### src/rtl/vad_pkg.sv
package vad_pkg;

    localparam int REG_W     = 32;
    localparam int EN_BIT    = 31;
    localparam int CLR_BIT   = 30;
    localparam int SW_BIT    = 29;
    localparam int DOFF_BIT  = 28;
    localparam int OSR_LSB   = 8;
    localparam int OSR_W     = 4;
    localparam int MARK_BIT  = 3;
    localparam int CH_N      = 4;
    localparam int RATIO_W   = 7;
    localparam int RATIO_LO  = 48;
    localparam int RATIO_HI  = 64;

    typedef enum logic {
        PATH_DETECT = 1'b0,
        PATH_MIC    = 1'b1
    } path_e;

    // stored control fields
    typedef struct packed {
        logic             en;
        logic             clr;
        logic             sw;
        logic             doff;
        logic [OSR_W-1:0] osr;
    } ctrl_t;

    // one-cycle commands decoded from a register write
    typedef struct packed {
        logic en_rise;
        logic dis;
        logic clr;
        logic sw;
        logic doff;
    } cmd_t;

    function automatic logic [RATIO_W-1:0] osr_to_ratio(input logic [OSR_W-1:0] code);
        logic [RATIO_W-1:0] r;
        case (code)
            '0:      r = RATIO_W'(RATIO_LO);
            default: r = RATIO_W'(RATIO_HI);
        endcase
        return r;
    endfunction

    function automatic logic [REG_W-1:0] pack_ctrl(input ctrl_t c);
        logic [REG_W-1:0] v;
        v = '0;
        v[EN_BIT]                  = c.en;
        v[CLR_BIT]                 = c.clr;
        v[SW_BIT]                  = c.sw;
        v[DOFF_BIT]                = c.doff;
        v[OSR_LSB +: OSR_W]        = c.osr;
        v[MARK_BIT]                = 1'b1;
        return v;
    endfunction

endpackage

### src/rtl/vad_ctrl_reg.sv
module vad_ctrl_reg
    import vad_pkg::*;
(
    input  logic               clk,
    input  logic               rst,
    input  logic               wr_en,
    input  logic [REG_W-1:0]   wr_data,
    output ctrl_t              ctrl_q,
    output cmd_t               cmd,
    output logic [REG_W-1:0]   rd_data,
    output logic [RATIO_W-1:0] ratio
);

    ctrl_t wr_fields;
    logic  unused_wr_bits;

    assign unused_wr_bits = ^{wr_data[DOFF_BIT-1:OSR_LSB+OSR_W], wr_data[OSR_LSB-1:0]};

    always_comb begin
        wr_fields.en   = wr_data[EN_BIT];
        wr_fields.clr  = wr_data[CLR_BIT];
        wr_fields.sw   = wr_data[SW_BIT];
        wr_fields.doff = wr_data[DOFF_BIT];
        wr_fields.osr  = wr_data[OSR_LSB +: OSR_W];
    end

    always_comb begin
        cmd.en_rise = wr_en & wr_fields.en & ~ctrl_q.en;
        cmd.dis     = wr_en & ~wr_fields.en;
        cmd.clr     = wr_en & wr_fields.clr;
        cmd.sw      = wr_en & wr_fields.sw;
        cmd.doff    = wr_en & wr_fields.doff;
    end

    always_ff @(posedge clk) begin
        if (rst) begin
            ctrl_q <= '0;
        end else if (wr_en) begin
            ctrl_q <= wr_fields;
        end
    end

    assign rd_data = pack_ctrl(ctrl_q);
    assign ratio   = osr_to_ratio(ctrl_q.osr);

    a_r2_write_lands: assert property (@(posedge clk) disable iff (rst)
        wr_en |=> rd_data[EN_BIT] == $past(wr_data[EN_BIT])
               && rd_data[OSR_LSB +: OSR_W] == $past(wr_data[OSR_LSB +: OSR_W]));

    a_r2_hold: assert property (@(posedge clk) disable iff (rst)
        !wr_en |=> $stable(rd_data));

endmodule

### src/rtl/vad_chan_en.sv
module vad_chan_en #(
    parameter int N = 4
) (
    input  logic         clk,
    input  logic         rst,
    input  logic         en_rise,
    input  logic         ret_force,
    input  logic         ch_wr,
    input  logic [N-1:0] ch_wdata,
    output logic [N-1:0] chan_q,
    output logic         all_on
);

    localparam logic [N-1:0] FORCE_PAT = N'(1);

    always_ff @(posedge clk) begin
        if (rst) begin
            chan_q <= '0;
        end else if (en_rise || ret_force) begin
            chan_q <= FORCE_PAT;
        end else if (ch_wr) begin
            chan_q <= ch_wdata;
        end
    end

    assign all_on = &chan_q;

    a_r4_force: assert property (@(posedge clk) disable iff (rst)
        (en_rise || ret_force) |=> chan_q == FORCE_PAT);

    a_r4_load: assert property (@(posedge clk) disable iff (rst)
        (ch_wr && !en_rise && !ret_force) |=> chan_q == $past(ch_wdata));

endmodule

### src/rtl/vad_path_fsm.sv
module vad_path_fsm
    import vad_pkg::*;
(
    input  logic  clk,
    input  logic  rst,
    input  logic  en,
    input  cmd_t  cmd,
    input  logic  det_pulse,
    input  logic  all_on,
    output path_e path_q,
    output logic  flag_q,
    output logic  fwd_q,
    output logic  err_q,
    output logic  sw_ok
);

    logic det_acc;
    logic in_mic;
    logic sw_bad;

    assign in_mic  = (path_q == PATH_MIC);
    assign det_acc = det_pulse & en & ~in_mic;
    assign sw_ok   = cmd.sw & in_mic & en & ~flag_q & all_on;
    assign sw_bad  = cmd.sw & in_mic & ~sw_ok;

    always_ff @(posedge clk) begin
        if (rst) begin
            path_q <= PATH_DETECT;
            flag_q <= 1'b0;
            fwd_q  <= 1'b0;
            err_q  <= 1'b0;
        end else begin
            if (det_acc)       flag_q <= 1'b1;
            else if (cmd.clr)  flag_q <= 1'b0;

            if (cmd.dis)       path_q <= PATH_DETECT;
            else if (det_acc)  path_q <= PATH_MIC;
            else if (sw_ok)    path_q <= PATH_DETECT;

            if (cmd.dis)                  fwd_q <= 1'b0;
            else if (det_acc)             fwd_q <= 1'b1;
            else if (cmd.doff || sw_ok)   fwd_q <= 1'b0;

            if (sw_bad)        err_q <= 1'b1;
            else if (sw_ok)    err_q <= 1'b0;
        end
    end

    a_r6_flag_source: assert property (@(posedge clk) disable iff (rst)
        $rose(flag_q) |-> $past(det_pulse && en && path_q == PATH_DETECT));

    a_r7_clear: assert property (@(posedge clk) disable iff (rst)
        (cmd.clr && !det_acc) |=> !flag_q);

    a_r8_to_mic: assert property (@(posedge clk) disable iff (rst)
        (det_acc && !cmd.dis) |=> path_q == PATH_MIC && flag_q && fwd_q);

    a_r10_return: assert property (@(posedge clk) disable iff (rst)
        sw_ok |=> path_q == PATH_DETECT && !err_q);

    a_r11_reject: assert property (@(posedge clk) disable iff (rst)
        (sw_bad && !cmd.dis) |=> err_q && path_q == PATH_MIC);

    a_r12_disable: assert property (@(posedge clk) disable iff (rst)
        cmd.dis |=> path_q == PATH_DETECT && !fwd_q);

endmodule

### src/rtl/vad_path_ctrl.sv
module vad_path_ctrl
    import vad_pkg::*;
#(
    parameter int N_CH = vad_pkg::CH_N
) (
    input  logic               clk,
    input  logic               rst,
    input  logic               wr_en,
    input  logic [REG_W-1:0]   wr_data,
    output logic [REG_W-1:0]   rd_data,
    input  logic               chan_wr,
    input  logic [N_CH-1:0]    chan_wdata,
    input  logic               det_pulse,
    output logic [N_CH-1:0]    chan_en_o,
    output logic               clk_src_o,
    output logic               path_sel_o,
    output logic               fwd_o,
    output logic               flag_o,
    output logic               err_o,
    output logic [RATIO_W-1:0] ratio_o
);

    ctrl_t ctrl_q;
    cmd_t  cmd;
    path_e path_q;
    logic  all_on;
    logic  sw_ok;

    vad_ctrl_reg u_reg (
        .clk     (clk),
        .rst     (rst),
        .wr_en   (wr_en),
        .wr_data (wr_data),
        .ctrl_q  (ctrl_q),
        .cmd     (cmd),
        .rd_data (rd_data),
        .ratio   (ratio_o)
    );

    vad_chan_en #(.N(N_CH)) u_chan (
        .clk       (clk),
        .rst       (rst),
        .en_rise   (cmd.en_rise),
        .ret_force (sw_ok),
        .ch_wr     (chan_wr),
        .ch_wdata  (chan_wdata),
        .chan_q    (chan_en_o),
        .all_on    (all_on)
    );

    vad_path_fsm u_fsm (
        .clk       (clk),
        .rst       (rst),
        .en        (ctrl_q.en),
        .cmd       (cmd),
        .det_pulse (det_pulse),
        .all_on    (all_on),
        .path_q    (path_q),
        .flag_q    (flag_o),
        .fwd_q     (fwd_o),
        .err_q     (err_o),
        .sw_ok     (sw_ok)
    );

    assign path_sel_o = (path_q == PATH_MIC);
    assign clk_src_o  = ctrl_q.en;

    a_r5_clk_src: assert property (@(posedge clk) disable iff (rst)
        wr_en |=> clk_src_o == $past(wr_data[EN_BIT]));

    a_r8_mic_needs_enable: assert property (@(posedge clk) disable iff (rst)
        path_sel_o |-> clk_src_o);

endmodule

### config.mk
export PLATFORM = sky130hd
export DESIGN_NAME = vad_path_ctrl
export DESIGN_NICKNAME = d
export VERILOG_FILES = /design/src/rtl/vad_pkg.sv /design/src/rtl/vad_ctrl_reg.sv /design/src/rtl/vad_chan_en.sv /design/src/rtl/vad_path_fsm.sv /design/src/rtl/vad_path_ctrl.sv
export SDC_FILE = /design/constraint.sdc
export NUM_CORES = 1
export LEC_CHECK = 0
export ABC_AREA = 1
export BUFFER_PORTS_ARGS = -buffer_cell sky130_fd_sc_hd__buf_2
export CAP_MARGIN = 15
export CORE_MARGIN = 1
export CORE_UTILIZATION = 37
export DETAILED_ROUTE_END_ITERATION = 16
export PLACE_DENSITY_LB_ADDON = 0.08
export SYNTH_ARGS = -nofsm -noshare
export SYNTH_HDL_FRONTEND = slang
export SYNTH_SLANG_ARGS = --single-unit
### constraint.sdc
create_clock -name clk -period 1.45 [get_ports clk]
set_input_delay 0.29 -clock clk [delete_from_list [all_inputs] [get_ports clk]]
set_output_delay 0.29 -clock clk [all_outputs]
set_load 0.01 [all_outputs]
==> results of run 1 <==
==> synth_stat cells <==
cell | number | area (µm²)
sky130_fd_sc_hd__o211ai_1 | 1 | 7.51
sky130_fd_sc_hd__o21ai_1 | 1 | 5.00
sky130_fd_sc_hd__o21ai_0 | 5 | 25.0
sky130_fd_sc_hd__nand3_2 | 1 | 10.0
sky130_fd_sc_hd__inv_2 | 1 | 3.75
sky130_fd_sc_hd__a21oi_1 | 12 | 60.1
sky130_fd_sc_hd__dfxtp_1 | 16 | 320
sky130_fd_sc_hd__buf_4 | 30 | 225
sky130_fd_sc_hd__nor2_4 | 1 | 11.3
sky130_fd_sc_hd__nand2_1 | 10 | 37.5
sky130_fd_sc_hd__a21oi_2 | 1 | 8.76
sky130_fd_sc_hd__nand2_2 | 1 | 6.26
sky130_fd_sc_hd__conb_1 | 2 | 7.51
sky130_fd_sc_hd__nand3_1 | 2 | 10.0
sky130_fd_sc_hd__nand4_1 | 1 | 6.26
sky130_fd_sc_hd__nor2_1 | 8 | 30.0
sky130_fd_sc_hd__and2_1 | 1 | 6.26
sky130_fd_sc_hd__nand3_4 | 1 | 17.5
sky130_fd_sc_hd__buf_2 | 1 | 5.00
sky130_fd_sc_hd__buf_6 | 1 | 11.3
sky130_fd_sc_hd__mux2i_1 | 2 | 20.0
sky130_fd_sc_hd__inv_1 | 12 | 45.0
==> sequential cells by signal (all words and copies together), names as in the netlist <==
name / cells
u_chan.chan_q: 4
u_fsm.err_q: 1
u_fsm.flag_q: 1
u_fsm.fwd_q: 1
u_fsm.path_q: 1
u_reg.ctrl_q: 8
==> critical path: stages, from the launching register on <==
cell and delay, ps:
sky130_fd_sc_hd__dfxtp_1 320, sky130_fd_sc_hd__inv_1 70, sky130_fd_sc_hd__nand4_1 110, sky130_fd_sc_hd__inv_1 70, sky130_fd_sc_hd__buf_2 120
==> layout make-up <==
cell class / count / area share [%]
multi-input cells: 76 / 37.7
flip-flops and latches: 16 / 32.9
repair buffers: 36 / 18.5
inverters: 13 / 5.01
well taps: 28 / 3.60
clock buffers: 3 / 2.31
==> per-layer routing <==
layer  track usage, %  up-vias  part of all wire [%]
met5                0        -                     0
met4             8.33        0                     0
met3             2.42        0                   8.3
met2             17.1       42                    46
met1             15.9      297                    45
li1                 -      358                     -
==> report_power, final <==
part / switching (W) / total [W] / internal (W)
clock: 0.000134 / 0.000231 / 0.0000964
combinational: 0.000115 / 0.000178 / 0.0000634
sequential: 0.0000148 / 0.000479 / 0.000465
==> path summary, 6_finish.rpt <==
kind                                 startpoint                to  slack [ps]  cells after the start
worst max-delay path            u_reg.ctrl_q[2]        ratio_o[5]         190                      4
worst min-delay path                        rst  u_chan.chan_q[0]         230                      2
worst max register to register  u_reg.ctrl_q[7]       u_fsm.err_q         390                      5
worst min register to register  u_reg.ctrl_q[4]   u_reg.ctrl_q[4]         470                      2
==> stage by stage <==
| stage | util [%] | worst slack (ps) |
|---|---|---|
| floorplan | - | 312 |
| global route | 43.6 | 57.8 |
| CTS | 43.6 | 163 |
| detailed placement | 42.6 | 295 |
| finish | 43.6 | 188 |
| global placement | 42.6 | 285 |
==> logic make-up after synthesis <==
group / after synthesis / synth area share, %
compound gates: 20 / 12.1
buf+inv: 45 / 33.0
flops: 16 / 36.4
mux: 2 / 2.28
other cells: 2 / 0.854
simple gates: 26 / 15.4
==> flow_summary.json, run 1 <==
{
  "status": "finished clean",
  "synth.ff_latch_count": 16,
  "power_per_cell_area_nw_per_um2": 913,
  "period_share_pct": 87.1,
  "placed_cells_incl_taps": 169,
  "coreArea_um2": 2230,
  "final_cell_count_without_fillers": 172,
  "diodes": 0,
  "drcViolationCount": 0,
  "setup_violations": 0,
  "post_cts.resized_instances": 0,
  "num_vias": 697,
  "cp.required_ps": 1160,
  "placed_area_um2": 951,
  "finalPower_w": 0.000888,
  "design.final.nets": 187,
  "postRouteWirelength_um": 1500,
  "syn2layout_area_growth_pct": 10.7,
  "first_global_vias": 558,
  "final_common_cell": "sky130_fd_sc_hd__buf_2",
  "clk_pin_slew_ps": 90,
  "place.gp.congestion": 0.746,
  "worst_skew_pair.late_latency_ps": 280,
  "cts_tree": "built",
  "crit_path_dat_ps": 970,
  "seq_cell_area_um2": 320,
  "avgSynthCellArea_um2": 7.92,
  "grt_use_total_pct": 12.0,
  "final-hold-violation-count": 0,
  "synth_cells": 111,
  "dp.final_hpwl_um": 1220,
  "floorplan.die_area_um2": 2580,
  "design_area_um2": 973,
  "antenna_violating_nets_post_route": 0,
  "layout.filler_cells": 255,
  "width_of_the_die_um": 50.8,
  "top_level_ports": 89,
  "grt_max_degree": 14,
  "setup-tns-final_ps": 0,
  "yosys.cell_types.count": 22,
  "rsz0062_at_grt": "no",
  "mappedNetlistArea_um2": 880,
  "clock_tree.htree_level_count": 1,
  "synth.yosys.warnings": 0,
  "post_drt_via_cell_ratio": 4.05,
  "critPathKind": "flip-flop to output pin",
  "wire_per_inst_um": 8.72,
  "start_kind": "flip-flop",
  "cts_num_sinks": 16,
  "globalRoute.totalOverflow": 0,
  "grt_pass1_wl_um": 2260,
  "power.leakage_nw": 0.532,
  "start_util_pct": 39.4,
  "worst_hold_slack_ps": 231,
  "port_buffers": 36,
  "final_number_of_max_transition_violations": 0,
  "final_cell_mix": "sky130_fd_sc_hd__buf_2, sky130_fd_sc_hd__conb_1, sky130_fd_sc_hd__dfxtp_1, sky130_fd_sc_hd__inv_1, sky130_fd_sc_hd__a21oi_1",
  "area_of_the_multi_input_gates_um2": 367,
  "ir_worst_vdd_uv": 602,
  "cts_buffers": 3,
  "number_of_violations_reported_at_the_end_of_detailed_routing_iteration_0": 9,
  "timing.clock.skew_ps": 1.97,
  "hp-class": "input port to flip-flop",
  "cap_violations": 0,
  "grt_antenna_before_repair": 0,
  "cts.repair_timing.setup_buffer_count": 0,
  "clockBufferDepth": 2,
  "fp.dieH_um": 50.8,
  "detail_route.first_pass.iterations": 4,
  "path_max_fanout": 2,
  "layout-drive-gt1-share_pct": 31.3,
  "ys_seq_area_share_pct": 36.4,
  "max_clock_freq_mhz": 792,
  "post_cts_hold_buffer_count": 0,
  "end_kind": "output pin",
  "post_layout_minimum_cycle_time_ps": 1260,
  "rows": 17,
  "clock-root-buffer": "sky130_fd_sc_hd__clkbuf_4"
}
Power figures use the tool's default switching activity.
==> inputs of run 2 (changes only) <==
Settings changed: CORE_MARGIN 1 to default, PLACE_DENSITY_LB_ADDON 0.08 to 0.1.
==> run 2 against run 1 <==
- cell count is 0.58% higher
- critical path depth stayed put
- non-clock buffer count stayed put
- total power is 6.7% higher
- sequential power hardly changed
- via count is 0.29% lower
- register-to-register slack hardly changed
- critical path type unchanged
- clock skew hardly changed
==> flow_summary.json, run 2 (synthesized netlist as in run 1, its figures left out) <==
{
  "grt_max_degree": 14,
  "hp-class": "input port to flip-flop",
  "crit_chain": "inv_1 -> nand4_1 -> inv_1 -> buf_2",
  "globalRoute.totalOverflow": 0,
  "post_layout_minimum_cycle_time_ps": 1260,
  "diodes": 0,
  "final-hold-violation-count": 0,
  "timing.clock.skew_ps": 1.80,
  "grt_antenna_before_repair": 0,
  "placed_cells_incl_taps": 169,
  "part_of_the_total_power_dissipated_in_the_clock_network_pct": 30.7,
  "post_drt_via_cell_ratio": 4.02,
  "netSwitchingPower_w": 0.000268,
  "critPathKind": "flip-flop to output pin",
  "layout.filler_cells": 244,
  "end_kind": "output pin",
  "rsz0062_at_grt": "no",
  "hold_path_startpoint": "rst",
  "crit_path_frequent_cell": "sky130_fd_sc_hd__inv_1",
  "status": "finished clean",
  "ir_worst_vdd_uv": 595,
  "setup_violations": 0,
  "post_cts.resized_instances": 0,
  "finalPower_w": 0.000948,
  "post_cts_hold_buffer_count": 0,
  "final_cell_count_without_fillers": 173,
  "grt_pass1_wl_um": 2370,
  "path_max_fanout": 2,
  "width_of_the_die_um": 50.8,
  "cts_tree": "built",
  "drcViolationCount": 0,
  "crit_path_dat_ps": 970,
  "holdPathEnd": "u_chan.chan_q[0]",
  "clock_tree.htree_level_count": 1,
  "r2r-start": "u_reg.ctrl_q[7]",
  "cts_num_sinks": 16,
  "fp.dieH_um": 50.8,
  "p_seq_share_pct": 50.6,
  "dp.final_hpwl_um": 1200,
  "final_common_cell": "sky130_fd_sc_hd__buf_2",
  "period_share_pct": 87.0,
  "seq_cell_area_um2": 320,
  "place.gp.congestion": 0.664,
  "worst_r2r_endpoint": "u_fsm.path_q",
  "num_vias": 695,
  "top_level_ports": 89,
  "power_per_cell_area_nw_per_um2": 961,
  "share_comb_of_total_power_pct": 18.8,
  "sw_frac_of_total_pct": 28.2,
  "cap_violations": 0,
  "area_of_the_multi_input_gates_um2": 367,
  "rr_worst_depth": 5,
  "start_kind": "flip-flop",
  "start_util_pct": 39.4,
  "regToRegSetupSlack_ps": 380,
  "syn2layout_area_growth_pct": 12.2,
  "power.leakage_nw": 0.539,
  "clockBufferDepth": 2,
  "detail_route.first_pass.iterations": 3,
  "antenna_violating_nets_post_route": 0,
  "first_global_vias": 579,
  "rows": 17,
  "max_clock_freq_mhz": 792,
  "design.final.nets": 187,
  "top_register": "u_reg.ctrl_q",
  "final_number_of_max_transition_violations": 0,
  "timing.hold.worst_path_depth": 2,
  "coreArea_um2": 2230,
  "postRouteWirelength_um": 1460,
  "cp.required_ps": 1160,
  "clk_pin_slew_ps": 90,
  "biggestRegsByFlops": "u_reg.ctrl_q (8), u_chan.chan_q (4)",
  "layout-drive-gt1-share_pct": 31.7,
  "port_buffers": 36,
  "cp_slowest_cell": "sky130_fd_sc_hd__dfxtp_1",
  "worst_path_largest_cell_delay_ps": 320,
  "number_of_violations_reported_at_the_end_of_detailed_routing_iteration_0": 3,
  "clock-root-buffer": "sky130_fd_sc_hd__clkbuf_4",
  "wire_per_inst_um": 8.45,
  "cell_internal_pwr_w": 0.000681,
  "setup-tns-final_ps": 0,
  "cts.repair_timing.setup_buffer_count": 0,
  "grt_use_total_pct": 12.5,
  "floorplan.die_area_um2": 2580,
  "cts_buffers": 3,
  "worst_skew_pair.late_latency_ps": 280,
  "largest_register_ffs": 8,
  "final_cell_mix": "sky130_fd_sc_hd__buf_2, sky130_fd_sc_hd__conb_1, sky130_fd_sc_hd__dfxtp_1, sky130_fd_sc_hd__inv_1, sky130_fd_sc_hd__a21oi_1"
}
run 2: worst max-delay path: cells and delay by family (launching register included):
| family | cells | cell delay (ps) |
|---|---|---|
| buffers and inverters | 3 | 260 |
| DFF | 1 | 320 |
| and+or+nand+nor | 1 | 110 |
run 2: layout make-up:
type	count	share of cell area (%)
Inverter	13	4.94
Timing Repair Buffer	36	18.3
Tap cell	28	3.55
Sequential cell	16	32.4
Clock buffer	4	3.68
Multi-Input combinational cell	76	37.1
run 2: how the worst max path moves through the flow:
stage | slack, ps | depth (start not counted) | endpoint | from
after global routing | 130 | 4 | ratio_o[5] | u_reg.ctrl_q[2]
after global placement | 280 | 4 | u_fsm.path_q | wr_en
final | 190 | 4 | ratio_o[5] | u_reg.ctrl_q[2]
after CTS | 180 | 4 | ratio_o[4] | u_reg.ctrl_q[2]
after detailed placement | 260 | 4 | u_fsm.path_q | wr_en
after floorplan | 310 | 4 | ratio_o[5] | u_reg.ctrl_q[2]
run 2: metrics by stage:
step	setup WS [ps]	hold slack [ps]	utilization [%]	cell area [µm²]
CTS	176	226	44.2	987
global route	127	251	44.2	987
detailed placement	258	458	42.6	951
finish	188	244	44.2	987
global placement	280	452	42.6	951
floorplan	312	352	-	977
run 2: layer usage:
layer  GRT usage, %  vias up  wire length (µm)
met5              0        -                 0
met4           6.94        0                13
met3           2.42        2               123
met2           21.1       34               690
met1           14.5      301               634
li1               -      358                 -
run 2: power groups by stage:
stage               clock network, W  registers, W  logic [W]
floorplan                          0      0.000501   0.000163
global placement                   0      0.000490   0.000178
detailed placement                 0      0.000490   0.000179
CTS                         0.000306      0.000480   0.000179
global route                0.000330      0.000484   0.000201
finish                      0.000291      0.000480   0.000178
==> inputs of run 3 (changes only) <==
Settings changed: CORE_MARGIN from default to 8.
==> run 3 against run 2 <==
- sequential cell count stayed put
- sequential share of layout area is 0.24 points lower
- non-clock buffer count is 1 higher
- register-to-register slack better by 80 ps
- wire length is 35% higher
- die area is 63% higher
- total power is 1.6% higher
- worst hold slack worse by 17 ps
- combinational power is 6% higher
- highest routed layer unchanged
- largest cell class unchanged
- sequential power hardly changed
==> flow_summary.json, run 3 (synthesized netlist as in run 1, its figures left out) <==
{
  "start_util_pct": 39.4,
  "largest_register_ffs": 8,
  "cts_num_sinks": 16,
  "worst_skew_pair.late_latency_ps": 290,
  "clk_pin_slew_ps": 90,
  "rows": 17,
  "globalRoute.totalOverflow": 0,
  "final_cell_mix": "sky130_fd_sc_hd__buf_2, sky130_fd_sc_hd__conb_1, sky130_fd_sc_hd__dfxtp_1, sky130_fd_sc_hd__inv_1, sky130_fd_sc_hd__a21oi_1",
  "cp.required_ps": 1160,
  "rr_worst_depth": 5,
  "worst_hold_slack_ps": 228,
  "antenna_violating_nets_post_route": 0,
  "kind_of_cell_with_the_highest_combined_delay_on_the_critical_path": "flip-flops",
  "fin_util_pct": 44.5,
  "post_drt_via_cell_ratio": 3.88,
  "cp_slowest_cell": "sky130_fd_sc_hd__dfxtp_1",
  "syn2layout_area_growth_pct": 13.1,
  "final-hold-violation-count": 0,
  "post_cts_hold_buffer_count": 0,
  "rsz0062_at_grt": "no",
  "grt_use_total_pct": 9.04,
  "drcViolationCount": 0,
  "timing.clock.skew_ps": 1.25,
  "power_per_cell_area_nw_per_um2": 968,
  "layout-drive-gt1-share_pct": 32.2,
  "power.leakage_nw": 0.544,
  "worst_r2r_endpoint": "u_fsm.path_q",
  "worst_path_largest_cell_delay_ps": 320,
  "biggestRegsByFlops": "u_reg.ctrl_q (8), u_chan.chan_q (4)",
  "path_max_fanout": 2,
  "grt_antenna_before_repair": 0,
  "wire_per_inst_um": 11.3,
  "cts_tree": "built",
  "design.final.nets": 188,
  "port_buffers": 36,
  "setup-tns-final_ps": 0,
  "regToRegSetupSlack_ps": 460,
  "clock-root-buffer": "sky130_fd_sc_hd__clkbuf_4",
  "fp.dieH_um": 64.8,
  "cap_violations": 0,
  "worstPathBufferInverterCount": 3,
  "cts.repair_timing.setup_buffer_count": 0,
  "cts_buffers": 3,
  "clockBufferDepth": 2,
  "timing.hold.worst_path_depth": 2,
  "post_cts.resized_instances": 0,
  "number_of_violations_reported_at_the_end_of_detailed_routing_iteration_0": 13,
  "hp-class": "input port to flip-flop",
  "post_layout_minimum_cycle_time_ps": 1270,
  "setup_violations": 0,
  "grt_max_degree": 14,
  "layout.filler_cells": 249,
  "crit_chain": "inv_1 -> nand4_1 -> inv_1 -> buf_2",
  "top_level_ports": 89,
  "holdPathEnd": "u_chan.chan_q[0]",
  "postRouteWirelength_um": 1970,
  "crit_path_dat_ps": 980,
  "critPathKind": "flip-flop to output pin",
  "end_kind": "output pin",
  "placement.setup.worst_slack_ps": 252,
  "period_share_pct": 87.9,
  "top_register": "u_reg.ctrl_q",
  "coreArea_um2": 2230,
  "crit_path_frequent_cell": "sky130_fd_sc_hd__inv_1",
  "first_global_vias": 697,
  "place.gp.congestion": 0.721,
  "dp.final_hpwl_um": 1710,
  "width_of_the_die_um": 64.8,
  "detail_route.first_pass.iterations": 3,
  "status": "finished clean",
  "diodes": 0,
  "grt_pass1_wl_um": 3090,
  "hold_path_startpoint": "rst",
  "num_vias": 675,
  "ir_worst_vdd_uv": 623,
  "final.setup.worst_slack_ps": 176,
  "r2r-start": "u_chan.chan_q[1]",
  "final_common_cell": "sky130_fd_sc_hd__buf_2",
  "final_number_of_max_transition_violations": 0,
  "start_kind": "flip-flop",
  "floorplan.die_area_um2": 4190,
  "max_clock_freq_mhz": 785,
  "clock_tree.htree_level_count": 1
}
## run 3: changes by cell type in the layout (fill, tap and decap cells not counted)
cell and change:
sky130_fd_sc_hd__buf_4 +1
## run 3: worst register-to-register path, stage by stage, from the launching register on
cell                      delay (ps)
sky130_fd_sc_hd__dfxtp_1         360
sky130_fd_sc_hd__nand2_1          60
sky130_fd_sc_hd__nor2_1          180
sky130_fd_sc_hd__nand3_4         130
sky130_fd_sc_hd__nand2_1          80
sky130_fd_sc_hd__a21oi_1          50
## run 3: worst max path at each step
stage	endpoint	start	slack [ps]	cells past startpoint
3_5_place_dp	u_reg.ctrl_q[7]	wr_en	250	4
5_1_grt	ratio_o[4]	u_reg.ctrl_q[1]	70	4
6_report	ratio_o[4]	u_reg.ctrl_q[2]	180	4
4_1_cts	ratio_o[4]	u_reg.ctrl_q[2]	160	4
2_1_floorplan	ratio_o[5]	u_reg.ctrl_q[2]	310	4
3_3_place_gp	u_fsm.fwd_q	wr_en	270	4
## run 3: per-layer routing
layer | global-route usage, % | vias up | share of wire, %
met5 | 0 | - | 0
met3 | 4.12 | 2 | 13
met2 | 15.4 | 36 | 46
met1 | 9.32 | 280 | 39
met4 | 4.09 | 0 | 1.5
li1 | - | 357 | -
## run 3: per-stage QoR
| stage | cell area [µm²] | total power (W) | instances |
|---|---|---|---|
| finish | 995 | 0.000963 | 174 |
| global route | 995 | 0.00102 | 174 |
| CTS | 995 | 0.000977 | 174 |
| detailed placement | 958 | 0.000676 | 170 |
| global placement | 958 | 0.000674 | 170 |
| floorplan | 977 | 0.000664 | 137 |
## run 3: cell type report
| class | count | area [µm²] | area share, % |
|---|---|---|---|
| clock buffers | 4 | 36.3 | 3.65 |
| inverters | 13 | 48.8 | 4.91 |
| well taps | 28 | 35.0 | 3.52 |
| flip-flops and latches | 16 | 320 | 32.2 |
| multi-input cells | 76 | 367 | 36.9 |
| repair buffers | 37 | 188 | 18.9 |
## run 3: where the power goes
part / leakage [nW] / internal (W) / total [W] / switching [W]
registers: 0.132 / 0.000465 / 0.000478 / 0.0000134
clock network: 0.0210 / 0.000153 / 0.000297 / 0.000144
logic: 0.391 / 0.0000659 / 0.000188 / 0.000122
